[src/rtl/pwr_ctl_pkg.sv]
package pwr_ctl_pkg;

    typedef enum logic [2:0] {
        ST_STEADY    = 3'd0,
        ST_SETTLE_UP = 3'd1,
        ST_STEP_V_DN = 3'd2,
        ST_SETTLE_DN = 3'd3,
        ST_FAULT     = 3'd4
    } pwr_state_e;

endpackage

[src/rtl/pwr_level_sel.sv]
module pwr_level_sel #(
    parameter int NUM_LVL    = 4,
    parameter int CYC_W      = 16,
    parameter int DL_W       = 8,
    parameter int FMIN       = 4,
    parameter int DELTA_F    = 4,
    parameter int ALPHA_STEP = 1,
    parameter int LW         = $clog2(NUM_LVL)
) (
    input  logic [CYC_W-1:0] cycles,
    input  logic [DL_W-1:0]  deadline,
    output logic [LW-1:0]    level
);
    localparam int FMAX  = FMIN + (NUM_LVL - 1) * ALPHA_STEP * DELTA_F;
    localparam int CAP_W = DL_W + $clog2(FMAX + 1);
    localparam int CMP_W = (CYC_W > CAP_W) ? CYC_W : CAP_W;

    logic [NUM_LVL-1:0] meets;

    for (genvar k = 0; k < NUM_LVL; k++) begin : g_lvl
        localparam int FREQ_K = FMIN + k * ALPHA_STEP * DELTA_F;
        logic [CMP_W-1:0] capacity;
        assign capacity = CMP_W'(deadline) * CMP_W'(FREQ_K);
        assign meets[k] = (CMP_W'(cycles) <= capacity);
    end

    always_comb begin
        level = LW'(NUM_LVL - 1);
        for (int k = NUM_LVL - 1; k >= 0; k--) begin
            if (meets[k]) begin
                level = LW'(k);
            end
        end
    end
endmodule

[src/rtl/pwr_settle_timer.sv]
module pwr_settle_timer #(
    parameter int SETTLE_TMO = 8
) (
    input  logic clk,
    input  logic rst_n,
    input  logic run,
    output logic expired
);
    localparam int TW = $clog2(SETTLE_TMO + 1);

    logic [TW-1:0] cnt;

    always_ff @(posedge clk or negedge rst_n) begin
        if (!rst_n) begin
            cnt <= '0;
        end else if (!run) begin
            cnt <= '0;
        end else if (cnt != TW'(SETTLE_TMO - 1)) begin
            cnt <= cnt + 1'b1;
        end
    end

    assign expired = run && (cnt == TW'(SETTLE_TMO - 1));
endmodule

[src/rtl/pwr_gate_ctrl.sv]
module pwr_gate_ctrl #(
    parameter int NUM_PERIPH = 4
) (
    input  logic                  clk,
    input  logic                  rst_n,
    input  logic                  cpu_idle,
    input  logic                  wake_req,
    input  logic                  mask_load,
    input  logic [NUM_PERIPH-1:0] mask_in,
    output logic                  cpu_en,
    output logic [NUM_PERIPH-1:0] periph_en
);
    always_ff @(posedge clk or negedge rst_n) begin
        if (!rst_n) begin
            cpu_en <= 1'b1;
        end else begin
            cpu_en <= !cpu_idle || wake_req;
        end
    end

    for (genvar i = 0; i < NUM_PERIPH; i++) begin : g_periph
        always_ff @(posedge clk or negedge rst_n) begin
            if (!rst_n) begin
                periph_en[i] <= 1'b0;
            end else if (mask_load) begin
                periph_en[i] <= mask_in[i];
            end
        end
    end
endmodule

[src/rtl/pwr_dvfs_ctrl.sv]
module pwr_dvfs_ctrl
    import pwr_ctl_pkg::*;
#(
    parameter int NUM_LVL    = 4,
    parameter int CYC_W      = 16,
    parameter int DL_W       = 8,
    parameter int NUM_PERIPH = 4,
    parameter int FMIN       = 4,
    parameter int DELTA_F    = 4,
    parameter int ALPHA_STEP = 1,
    parameter int SETTLE_TMO = 8,
    parameter int LW         = $clog2(NUM_LVL)
) (
    input  logic                  clk,
    input  logic                  rst_n,
    input  logic                  req_valid,
    input  logic [CYC_W-1:0]      req_cycles,
    input  logic [DL_W-1:0]       req_deadline,
    input  logic [NUM_PERIPH-1:0] req_periph,
    input  logic                  cpu_idle,
    input  logic                  wake_req,
    input  logic                  vgood,
    output logic [LW-1:0]         freq_lvl,
    output logic [LW-1:0]         volt_lvl,
    output logic                  cpu_clk_en,
    output logic [NUM_PERIPH-1:0] periph_clk_en,
    output logic                  busy,
    output logic                  settle_err
);
    localparam logic [LW-1:0] TOP_LVL = LW'(NUM_LVL - 1);

    pwr_state_e    state_q, state_nx;
    logic [LW-1:0] tgt_lvl, tgt_q, src_q;
    logic          req_acc, go_up, go_dn, settling, tmo;

    pwr_level_sel #(
        .NUM_LVL(NUM_LVL), .CYC_W(CYC_W), .DL_W(DL_W), .FMIN(FMIN),
        .DELTA_F(DELTA_F), .ALPHA_STEP(ALPHA_STEP), .LW(LW)
    ) u_sel (
        .cycles(req_cycles),
        .deadline(req_deadline),
        .level(tgt_lvl)
    );

    assign settling = (state_q == ST_SETTLE_UP) || (state_q == ST_SETTLE_DN);

    pwr_settle_timer #(.SETTLE_TMO(SETTLE_TMO)) u_tmr (
        .clk(clk),
        .rst_n(rst_n),
        .run(settling),
        .expired(tmo)
    );

    assign req_acc = req_valid && (state_q == ST_STEADY);
    assign go_up   = tgt_lvl > freq_lvl;
    assign go_dn   = tgt_lvl < freq_lvl;

    pwr_gate_ctrl #(.NUM_PERIPH(NUM_PERIPH)) u_gate (
        .clk(clk),
        .rst_n(rst_n),
        .cpu_idle(cpu_idle),
        .wake_req(wake_req),
        .mask_load(req_acc),
        .mask_in(req_periph),
        .cpu_en(cpu_clk_en),
        .periph_en(periph_clk_en)
    );

    // Next-state logic
    always_comb begin
        state_nx = state_q;
        unique case (state_q)
            ST_STEADY: begin
                if (req_acc && go_up)      state_nx = ST_SETTLE_UP;
                else if (req_acc && go_dn) state_nx = ST_STEP_V_DN;
            end
            ST_SETTLE_UP: begin
                if (vgood)    state_nx = ST_STEADY;
                else if (tmo) state_nx = ST_FAULT;
            end
            ST_STEP_V_DN: state_nx = ST_SETTLE_DN;
            ST_SETTLE_DN: begin
                if (vgood)    state_nx = ST_STEADY;
                else if (tmo) state_nx = ST_FAULT;
            end
            ST_FAULT: state_nx = ST_FAULT;
            default:  state_nx = ST_FAULT;
        endcase
    end

    // State register
    always_ff @(posedge clk or negedge rst_n) begin
        if (!rst_n) state_q <= ST_STEADY;
        else        state_q <= state_nx;
    end

    // Output and level registers
    always_ff @(posedge clk or negedge rst_n) begin
        if (!rst_n) begin
            freq_lvl   <= TOP_LVL;
            volt_lvl   <= TOP_LVL;
            tgt_q      <= TOP_LVL;
            src_q      <= TOP_LVL;
            settle_err <= 1'b0;
        end else begin
            unique case (state_q)
                ST_STEADY: begin
                    if (req_acc) begin
                        tgt_q <= tgt_lvl;
                        src_q <= freq_lvl;
                        if (go_up)      volt_lvl <= tgt_lvl;
                        else if (go_dn) freq_lvl <= tgt_lvl;
                    end
                end
                ST_SETTLE_UP: begin
                    if (vgood) freq_lvl <= tgt_q;
                end
                ST_STEP_V_DN: volt_lvl <= tgt_q;
                ST_SETTLE_DN: begin
                    if (!vgood && tmo) volt_lvl <= src_q;
                end
                ST_FAULT: ;
                default: ;
            endcase
            if (state_nx == ST_FAULT) settle_err <= 1'b1;
        end
    end

    assign busy = (state_q != ST_STEADY);
endmodule

[config.mk]
export PLATFORM = sky130hd
export DESIGN_NAME = pwr_dvfs_ctrl
export DESIGN_NICKNAME = d
export VERILOG_FILES = /design/src/rtl/pwr_ctl_pkg.sv /design/src/rtl/pwr_level_sel.sv /design/src/rtl/pwr_settle_timer.sv /design/src/rtl/pwr_gate_ctrl.sv /design/src/rtl/pwr_dvfs_ctrl.sv
export SDC_FILE = /design/constraint.sdc
export NUM_CORES = 1
export LEC_CHECK = 0
export CORE_MARGIN = 10
export CORE_UTILIZATION = 66
export CTS_BUF_LIST = sky130_fd_sc_hd__clkbuf_2 sky130_fd_sc_hd__clkbuf_4 sky130_fd_sc_hd__clkbuf_8
export DETAILED_ROUTE_END_ITERATION = 8
export DONT_BUFFER_PORTS = 1
export PLACE_DENSITY = 0.82
export SLEW_MARGIN = 25
export SYNTH_ARGS = -nofsm -noshare
export SYNTH_HDL_FRONTEND = slang
export SYNTH_SLANG_ARGS = --single-unit
[constraint.sdc]
create_clock -name clk -period 2.37 [get_ports clk]
set_input_delay 0.3555 -clock clk [delete_from_list [all_inputs] [get_ports clk]]
set_output_delay 0.3555 -clock clk [all_outputs]
set_load 0.03 [all_outputs]
==> flow_metrics.tcl, run 1 <==
set metrics [dict create \
    final_area_um2 2360 \
    die_area_um2 5530 \
    post-synth-top-count-cell "ha_1" \
    routed_via_density 6.50 \
    row_count 19 \
    cts_sinks 21 \
    syn_avg_cell_area_um2 8.87 \
    min-delay-path-class "in -> reg" \
    die_h_um 74.4 \
    wirelength_um 5510 \
    slew_violations 0 \
    die_w_um 74.4 \
    reg2reg_slack_ps 280 \
    nets 325 \
    path_class "in -> reg" \
    fin_worst_skew_ps 0.912 \
    worstRegToRegCells 7 \
    power.switching_w 0.000889 \
    postRouteAntennaNets 0 \
    synth_cell_type_count 42 \
    core_um2 2780 \
    portBuffers 0 \
    arrival_ps 3870 \
    worstSetupStartpoint "req_deadline[0]" \
    worstReg2RegEnd "freq_lvl[1]" \
    syn-num-nets 291 \
    hold_start "cpu_idle" \
    path_max_fanout 4 \
    drcViolationCount 0 \
    clkLatencyLatePin_ps 300 \
    synth-async-reset-ratio_pct 100 \
    slew_headroom_pct 36.6 \
    vias 1846 \
    synth-edff-count 0 \
    finalHoldViolations 0 \
    grt_pass1_wl_um 8710 \
    grt_max_degree 22 \
    critical_path.endpoint "freq_lvl[1]" \
    startpoint_type "input port" \
    place_congestion 0.900 \
    syn2layout_area_growth_pct 21.0 \
    final.min_clock_period_ps 3640 \
    seqPwrFrac_pct 44.6 \
    status "finished, violations left" \
    ir_drop_mv 1.25 \
    cp_slowest_cell "fa_2" \
    clock_power_share_pct 9.6 \
    netSwitchingFraction_pct 46.4 \
    internal_power_w 0.00103 \
    ys_seq_elements 21 \
    wl_per_cell_um 19.4 \
    whs_ps 81.0 \
    initial_core_util_pct 70.1 \
    drive_gt1_share_pct 26.9 \
    cts_buffer_depth 2 \
    cp.required_ps 2600 \
    fin_tns_setup_ps -7520 \
    antenna_found_initial 0 \
    cpPeakStageDelay_ps 350 \
    combinationalPowerShare_pct 45.8 \
    clkTransAtPathRegs_ps 110 \
    setup_ws_ps -1270 \
    synth_warnings 0 \
    gr-total-overflow 0 \
    p_leak_nw 1.16 \
    track_usage_pct 19.4 \
    rsz0062_at_grt "true" \
    dr.pass1.iters 4 \
    drtIter0Drc 197 \
    htreeDepth 1 \
    cts_tree "built" \
    final-setup-viol-count 7 \
    synth_common_cells "36 x ha_1, 29 x nand2_1, 19 x inv_1" \
    synth.area.top_cells "ha_1 23%, dfrtp_1 15%, dfstp_2 12%" \
    fillers 153 \
    synth_area_um2 1950 \
    power.density_nw_per_um2 812 \
    hpwlAfterDp_um 4000 \
    cts_inserted_buffers 3 \
    placed_area_um2 2140 \
    cp_cell_sequence "ha_4 > fa_2 > a21o_1 > a21oi_2 > nor2b_1 > o21ai_1 > nand2b_1 > xor2_1 > ha_1 > a211o_1 > a211oi_2 > o2111a_1 > o211ai_2 > nand2_2 > ha_4 > inv_2 > a21oi_4 > nand3b_1 > a211oi_4 > nand2b_1 > o211ai_1" \
    ff_latch_area_um2 537 \
    drv_cap 0 \
    period_share_pct 154 \
    cts_root_buffer "clkbuf_4" \
    diodes 0 \
    io_pins 45 \
    netlist.area_leader.share_pct 23.1 \
    p_total_w 0.00192 \
    utilization_pct 84.8 \
    netlist_instances 220 \
    worst_slew_pin_slew_ps 948 \
    violations "setup timing" \
    multiInputGateArea_um2 1410 \
    synth_area_leader_cell "ha_1" \
    synth_flop_cell "dfrtp_1" \
    endpoint_kind "register" \
    grt_pass1_vias 1905 \
    seq_area_frac_synth_pct 27.5 \
    fmax_mhz 275 \
    regToRegStartpoint "freq_lvl[1]" \
]
==> layout by cell type (no fill, tap or decap), types with 4 or more instances in the layout <==
master	count
nor2b_1	4
xor2_1	5
nand2_1	28
ha_1	34
o21ai_0	7
mux2i_1	4
inv_1	18
buf_4	24
buf_6	7
nor3_1	5
nand2b_1	5
a21oi_1	7
nand3_1	5
nand4_1	5
clkbuf_4	4
dfrtp_1	12
o21ai_1	5
a21o_1	6
dfstp_2	9
nor2_1	12
==> power by group through the flow <==
stage / combinational [W] / clock (W) / sequential (W)
6_report: 0.000877 / 0.000183 / 0.000855
5_1_grt: 0.000961 / 0.000196 / 0.000882
4_1_cts: 0.000803 / 0.000184 / 0.000850
3_5_place_dp: 0.000702 / 0 / 0.000851
3_3_place_gp: 0.000652 / 0 / 0.000844
2_1_floorplan: 0.000572 / 0 / 0.000787
==> metrics by stage <==
| stage | setup slack, ps | std cells |
|---|---|---|
| detailed placement | -1640 | 266 |
| finish | -1270 | 284 |
| floorplan | -1320 | 220 |
| CTS | -1210 | 284 |
| global placement | -1400 | 266 |
| global route | -1460 | 284 |
==> sequential cells by signal, indices dropped and copies added (netlist names) <==
signal / cells
u_tmr.cnt: 4
u_gate.periph_en: 4
u_gate.cpu_en: 1
settle_err: 1
freq_lvl: 2
tgt_q: 2
state_q: 3
volt_lvl: 2
src_q: 2
==> worst min path at each step <==
stage                    end  cells past startpoint  slack (ps)
3_5_place_dp      settle_err                      0          60
2_1_floorplan     settle_err                      0          60
5_1_grt        u_gate.cpu_en                      1          80
3_3_place_gp      settle_err                      0          60
6_report       u_gate.cpu_en                      1          80
4_1_cts        u_gate.cpu_en                      1          80
==> worst max-delay path, delay by kind of cell <==
family	cells	cell delay, ps
compound gates	10	1820
fa+ha+maj	4	930
simple gates	5	570
xor+xnor	1	150
buf+inv	1	40
==> routing by layer <==
layer / global-route usage, % / part of all wire, % / vias up
met2: 31.0 / 46 / 115
met4: 5.89 / 2.5 / 0
met5: 0 / 0 / -
li1: - / - / 850
met1: 22.7 / 39 / 862
met3: 9.04 / 13 / 19
==> cells by family after synthesis <==
group / Yosys count / share of synthesized area [%]
simple gates: 80 / 20.7
buf+inv: 22 / 4.23
mux: 5 / 2.63
xor+xnor: 8 / 3.59
fa+ha+maj: 37 / 24.1
compound gates: 47 / 17.2
flops: 21 / 27.5
==> final cells by class <==
class / count / area share, %
clock buffers: 4 / 1.27
inverters: 19 / 3.02
multi-input cells: 177 / 59.9
flip-flops and latches: 21 / 22.7
well taps: 31 / 1.64
repair buffers: 32 / 11.4
==> what timing repair did <==
item                                    in CTS  in global routing
buffers inserted                            15                  1
hold endpoints to repair                    21                  0
resized for setup                           18                  3
endpoints found under the setup margin       7                  7
hold buffers                                 1                  0
pin swaps                                   14                  4
Power figures use the tool's default switching activity.
==> run 2: changes to the inputs <==
CORE_UTILIZATION = 56   (was 66)
PLACE_DENSITY = 0.71   (was 0.82)
REMOVE_ABC_BUFFERS = 1   (was default)
SETUP_SLACK_MARGIN = 0.2   (was default)
==> run 2 against run 1 <==
  * The flow still finishes with violations (setup timing)
  * Final area decreased by 3.7%
  * First-iteration DRC count decreased by 56%
  * Die area increased by 13%
  * Combinational power decreased by 7.2%
  * Count of clock-buffer cells in the layout unchanged
  * Hold slack got worse by 6.4 ps
  * Sequential share of layout area increased by 0.88 points
==> flow_metrics.tcl, run 2 (synthesized netlist as in run 1, its figures left out) <==
set metrics [dict create \
    worstReg2RegEnd "volt_lvl[1]" \
    grt_pass1_vias 1665 \
    nets 315 \
    diodes 0 \
    htreeDepth 1 \
    cpPeakStageDelay_ps 360 \
    arrival_ps 3860 \
    routed_via_density 5.78 \
    clkLatencyLatePin_ps 310 \
    setup_ws_ps -1250 \
    regToRegStartpoint "freq_lvl[1]" \
    min_to "u_gate.cpu_en" \
    combinationalPowerShare_pct 44.0 \
    path_buf_inv 2 \
    track_usage_pct 15.5 \
    p_total_w 0.00185 \
    final.min_clock_period_ps 3620 \
    min-delay-path-class "in -> reg" \
    cts_buffer_depth 2 \
    seqPwrFrac_pct 45.9 \
    cp_top_family "compound AO/OA/AOI/OAI gates" \
    finalHoldViolations 0 \
    cts_root_buffer "clkbuf_4" \
    fmax_mhz 276 \
    vias 1671 \
    mostFrequentLayoutCells "34 x ha_1, 28 x nand2_1, 21 x buf_4" \
    cts_tree "built" \
    power.switching_w 0.000843 \
    netSwitchingFraction_pct 45.6 \
    slew_headroom_pct 37.3 \
    status "finished, violations left" \
    drtIter0Drc 86 \
    grt_pass1_wl_um 8080 \
    syn2layout_area_growth_pct 16.5 \
    clock_power_share_pct 10.1 \
    drcViolationCount 0 \
    endpoint_kind "register" \
    final_area_um2 2270 \
    row_count 21 \
    initial_core_util_pct 58.0 \
    core_um2 3360 \
    drive_gt1_share_pct 24.7 \
    cp.required_ps 2620 \
    holdPathStages 1 \
    pre_cts_slack_ps -1880 \
    startpoint_type "input port" \
    fillers 282 \
    path_max_fanout 3 \
    cp_cell_sequence "ha_4 > fa_2 > a21o_1 > a21oi_2 > nor2b_1 > o21ai_1 > nand2b_1 > xor2_1 > ha_1 > a211o_1 > a211oi_2 > o2111a_1 > o211ai_2 > nand2_1 > ha_2 > inv_2 > a21oi_4 > buf_4 > a21oi_2 > a32o_2 > mux2i_1 > o21ai_1" \
    wirelength_um 4990 \
    die_area_um2 6240 \
    drv_cap 0 \
    worstRegToRegCells 8 \
    ir_drop_mv 0.543 \
    period_share_pct 153 \
    cts_sinks 21 \
    rsz0062_at_grt "true" \
    wl_per_cell_um 17.3 \
    reg_top3 "u_gate.periph_en: 4 flops, u_tmr.cnt: 4 flops, state_q: 3 flops" \
    internal_power_w 0.00101 \
    gr-total-overflow 0 \
    antenna_found_initial 0 \
    placed_area_um2 2120 \
    final-setup-viol-count 7 \
    path_class "in -> reg" \
    clkTransAtPathRegs_ps 120 \
    grt_max_degree 22 \
    layout_commonest_cell "ha_1" \
    postRouteAntennaNets 0 \
    dr.pass1.iters 5 \
    cts_inserted_buffers 3 \
    die_h_um 79.0 \
    hold_start "cpu_idle" \
    portBuffers 0 \
    reg2reg_slack_ps 300 \
    place_congestion 0.901 \
    p_leak_nw 1.11 \
    violations "setup timing" \
    io_pins 45 \
    hpwlAfterDp_um 3970 \
    fin_worst_skew_ps 3.63 \
    cp_slowest_cell "fa_2" \
    worst_slew_pin_slew_ps 937 \
    slew_violations 0 \
    power.density_nw_per_um2 814 \
    die_w_um 79.0 \
]
## run 2: cell count changes in the layout (fill, tap and decap cells not counted), sizes merged
cell / delta
buf: -10
## run 2: how the worst max path moves through the flow
| stage | startpoint | end | slack (ps) | depth (start not counted) |
|---|---|---|---|---|
| 2_1_floorplan | req_deadline[0] | freq_lvl[1] | -1670 | 21 |
| 3_3_place_gp | req_deadline[0] | freq_lvl[0] | -1750 | 22 |
| 3_5_place_dp | req_deadline[0] | volt_lvl[1] | -1880 | 22 |
| 4_1_cts | req_deadline[0] | volt_lvl[1] | -1190 | 22 |
| 5_1_grt | req_deadline[1] | freq_lvl[0] | -1410 | 21 |
| 6_report | req_deadline[0] | volt_lvl[1] | -1250 | 22 |
## run 2: worst reg2reg max path, stage by stage, from the launching register on
cell and delay, ps:
dfstp_2 660, inv_1 100, ha_1 400, a21oi_4 80
buf_4 140, a21oi_2 140, a32o_2 210, mux2i_1 180
o21ai_1 90
## run 2: through the flow
stage / hold slack, ps / util (%) / TNS [ps] / std cells
2_1_floorplan: 59.9 / - / -9420 / 217
3_3_place_gp: 60.7 / 63.2 / -10570 / 280
3_5_place_dp: 60.6 / 63.2 / -11300 / 280
4_1_cts: 72.3 / 66.7 / -6780 / 288
5_1_grt: 68.0 / 67.6 / -8230 / 289
6_report: 74.6 / 67.6 / -7090 / 289
## run 2: layout make-up
cell class	count	area [µm²]	area share (%)
multi-input cells	177	1410	62.0
flip-flops and latches	21	537	23.6
well taps	46	57.6	2.53
clock buffers	4	30.0	1.32
inverters	19	71.3	3.14
repair buffers	22	168	7.38
## run 2: metal layers
layer  vias up  part of all wire [%]  track usage [%]
met1       774                    43             19.2
met5         -                     0                0
li1        833                     -                -
met4         0                     0             1.08
met3         0                   9.6             6.31
met2        64                    48             25.8
## run 2: power groups by stage
stage	combinational [W]	sequential [W]	clock [W]
global route	0.000903	0.000872	0.000205
floorplan	0.000526	0.000803	0
finish	0.000814	0.000849	0.000187
detailed placement	0.000692	0.000850	0
CTS	0.000773	0.000848	0.000190
global placement	0.000655	0.000845	0
## run 2: what timing repair did
action                                 4_1_cts  5_1_grt
hold buffers                                 1        0
setup endpoints to repair                    7        7
gates resized for setup                     19        5
endpoints found under the hold margin       21        0
gates cloned                                 0        0
pin swaps                                   13        6
setup buffers                                3        1
==> run 3: changes to the inputs <==
SYNTH_HIERARCHICAL = 1   (was default)
clock period = 3.5 ns   (was 2.37 ns; I/O delays follow)
==> run 3 against run 2 <==
  * Hold slack lost 34 ps
  * Synthesized cell count fell by 5.0%
  * Clock power decreased by 34%
  * Final cell count down 4.2%
  * Sequential share of layout area fell by 1.2 points
  * Worst setup slack improved by 1300 ps
  * The flow now finishes without violations
  * Combinational power down 30%
==> flow_metrics.tcl, run 3 <==
set metrics [dict create \
    status "completed" \
    startpoint_type "input port" \
    fin_worst_skew_ps 6.97 \
    netSwitchingFraction_pct 42.3 \
    clkTransAtPathRegs_ps 110 \
    final_area_um2 2390 \
    row_count 21 \
    cp_cell_sequence "ha_4 > inv_2 > fa_2 > nor2b_1 > o21a_1 > o21ai_2 > nand2_2 > buf_6 > o311ai_4 > ha_4 > a211oi_2 > o21ai_1 > o21ai_1 > a31oi_1 > inv_1 > ha_2 > nand2_2 > o21ai_2 > a211o_1 > mux2_4" \
    seq_area_frac_synth_pct 26.7 \
    arrival_ps 3730 \
    diodes 0 \
    place_congestion 0.842 \
    synth-compound-area-share_pct 16.6 \
    use_met1_pct 18.0 \
    routed_via_density 6.06 \
    synth-simple-area-share_pct 16.3 \
    mostFrequentLayoutCells "31 x ha_1, 18 x buf_4, 17 x inv_1" \
    syn_avg_cell_area_um2 9.61 \
    synth.mux.area_fraction_pct 10.4 \
    synthAdderAreaFrac_pct 23.4 \
    core_um2 3390 \
    final-setup-viol-count 0 \
    post-synth-top-count-cell "ha_1" \
    gr-total-overflow 0 \
    netlist.area_leader.share_pct 22.4 \
    wl_per_cell_um 17.9 \
    grt_max_degree 13 \
    power.density_nw_per_um2 504 \
    drive_gt1_share_pct 30.7 \
    synth_warnings 6 \
    synth-async-reset-ratio_pct 100 \
    grt_pass1_wl_um 8040 \
    internal_power_w 0.000696 \
    cts_sinks 21 \
    vias 1680 \
    io_pins 45 \
    slew_violations 0 \
    synth_top_family_by_area "adder cells" \
    fmax_mhz 287 \
    cpPeakStageDelay_ps 310 \
    ys_seq_elements 21 \
    p_leak_nw 1.15 \
    cp_top_family "compound AO/OA/AOI/OAI gates" \
    cts_tree "built" \
    min-delay-path-class "in -> async" \
    grt_use_met2_pct 24.1 \
    clkLatencyLatePin_ps 310 \
    synth-xor-area-share_pct 2.18 \
    placed_area_um2 2150 \
    top_usage_layer "met2" \
    synth_flop_cell "dfrtp_1" \
    worst_slew_pin_slew_ps 662 \
    die_area_um2 6380 \
    combinationalPowerShare_pct 47.3 \
    wirelength_um 4970 \
    cts_buffer_depth 2 \
    drv_cap 0 \
    grt_pass1_vias 1767 \
    synth_area_leader_cell "ha_1" \
    slew_headroom_pct 55.7 \
    rsz0062_at_grt "true" \
    final.min_clock_period_ps 3480 \
    ir_drop_mv 0.430 \
    synth_common_cells "36 x ha_1, 18 x inv_1, 15 x o21ai_0, 12 x dfrtp_1, 12 x nor2_1" \
    power.switching_w 0.000510 \
    synth_area_um2 2010 \
    grtUsageMet3_pct 8.67 \
    drcViolationCount 0 \
    die_w_um 79.9 \
    reg_top3 "u_gate/periph_en: 4 flops, u_tmr/cnt: 4 flops, state_q: 3 flops" \
    die_h_um 79.9 \
    portBuffers 0 \
    initial_core_util_pct 59.3 \
    hpwlAfterDp_um 3970 \
    path_buf_inv 3 \
    cp.required_ps 3750 \
    track_usage_pct 15.3 \
    dr.pass1.iters 4 \
    htreeDepth 1 \
    layout_commonest_cell "ha_1" \
    netlist_instances 209 \
    cp_slowest_cell "mux2_4" \
    clock_power_share_pct 10.2 \
    synth-edff-count 0 \
    cts_root_buffer "clkbuf_4" \
    synth.area.top_cells "ha_1 22%, dfrtp_1 15%, dfstp_2 12%" \
    cts_inserted_buffers 3 \
    endpoint_kind "register" \
    seqPwrFrac_pct 42.6 \
    whs_ps 40.6 \
    syn2layout_area_growth_pct 18.9 \
    synth_cell_type_count 48 \
    period_share_pct 99.4 \
    postRouteAntennaNets 0 \
    path_class "in -> reg" \
    antenna_found_initial 0 \
    drtIter0Drc 102 \
    finalHoldViolations 0 \
    path_max_fanout 3 \
    nets 303 \
]
-- run 3: cell count changes after synthesis, moves of 4 or more --
cell	before	now
nor3_1	5	1
mux2_2	1	11
a21oi_1	12	5
nand2_1	29	11
-- run 3: path summary, 6_finish.rpt --
kind | from | to | slack [ps] | depth (start not counted)
setup / recovery | req_deadline[0] | volt_lvl[1] | 20 | 20
hold / removal | rst_n | volt_lvl[0] | 40 | 0
setup reg to reg | state_q[0] | volt_lvl[1] | 1140 | 7
hold reg to reg | u_tmr/cnt[2] | u_tmr/cnt[2] | 520 | 1
max in group asynchronous | rst_n | u_gate/periph_en[2] | 2490 | 1
min in group clk | cpu_idle | u_gate/cpu_en | 250 | 1
-- run 3: repair_timing --
| item | CTS | global route |
|---|---|---|
| hold buffers | 1 | 0 |
| pin swaps | 23 | 6 |
| resized for setup | 27 | 8 |
| hold endpoints to repair | 12 | 0 |
| buffers inserted | 6 | 0 |
| endpoints found under the setup margin | 6 | 6 |
-- run 3: through the flow --
step	setup slack [ps]	util [%]	setup TNS, ps	std cells	power, W
2_1_floorplan	-252	-	-817	206	0.000848
3_3_place_gp	-596	63.5	-2770	266	0.000963
3_5_place_dp	-719	63.5	-3670	266	0.000992
4_1_cts	44.0	69.2	0	277	0.00118
5_1_grt	-108	70.5	-314	277	0.00130
6_report	20.9	70.5	0	277	0.00121
-- run 3: kinds of logic (layout without fill, tap and decap cells) --
family,Yosys count,count (layout)
muxes,19,19
buffers and inverters,21,43
adders and majority gates,37,37
AOI/OAI and AO/OA,50,50
and+or+nand+nor,56,56
DFF,21,21
xor gates and xnor gates,5,5
-- run 3: worst reg2reg max path: stages (launching register included) --
cell and delay, ps:
dfrtp_1 590, inv_1 150, nor2_1 360, and2_2 230
nor2b_1 200, a21oi_1 120, a211o_1 340, mux2_4 310
-- run 3: layout make-up --
cell class,count,area (µm²)
repair buffers,21,168
fillers,259,1000
flip-flops and latches,21,537
inverters,18,67.6
multi-input cells,167,1530
well taps,46,57.6
clock buffers,4,30.0
-- run 3: power by group through the flow --
stage	clock network, W	logic, W	registers (W)
6_report	0.000123	0.000569	0.000513
5_1_grt	0.000138	0.000633	0.000528
4_1_cts	0.000130	0.000540	0.000512
3_5_place_dp	0	0.000478	0.000514
3_3_place_gp	0	0.000453	0.000510
2_1_floorplan	0	0.000361	0.000487
-- run 3: per-layer routing --
layer  vias up  routed length, µm
met5         -                  0
met3         6                613
met4         0                 31
li1        814                  -
met2        59               2180
met1       801               2150
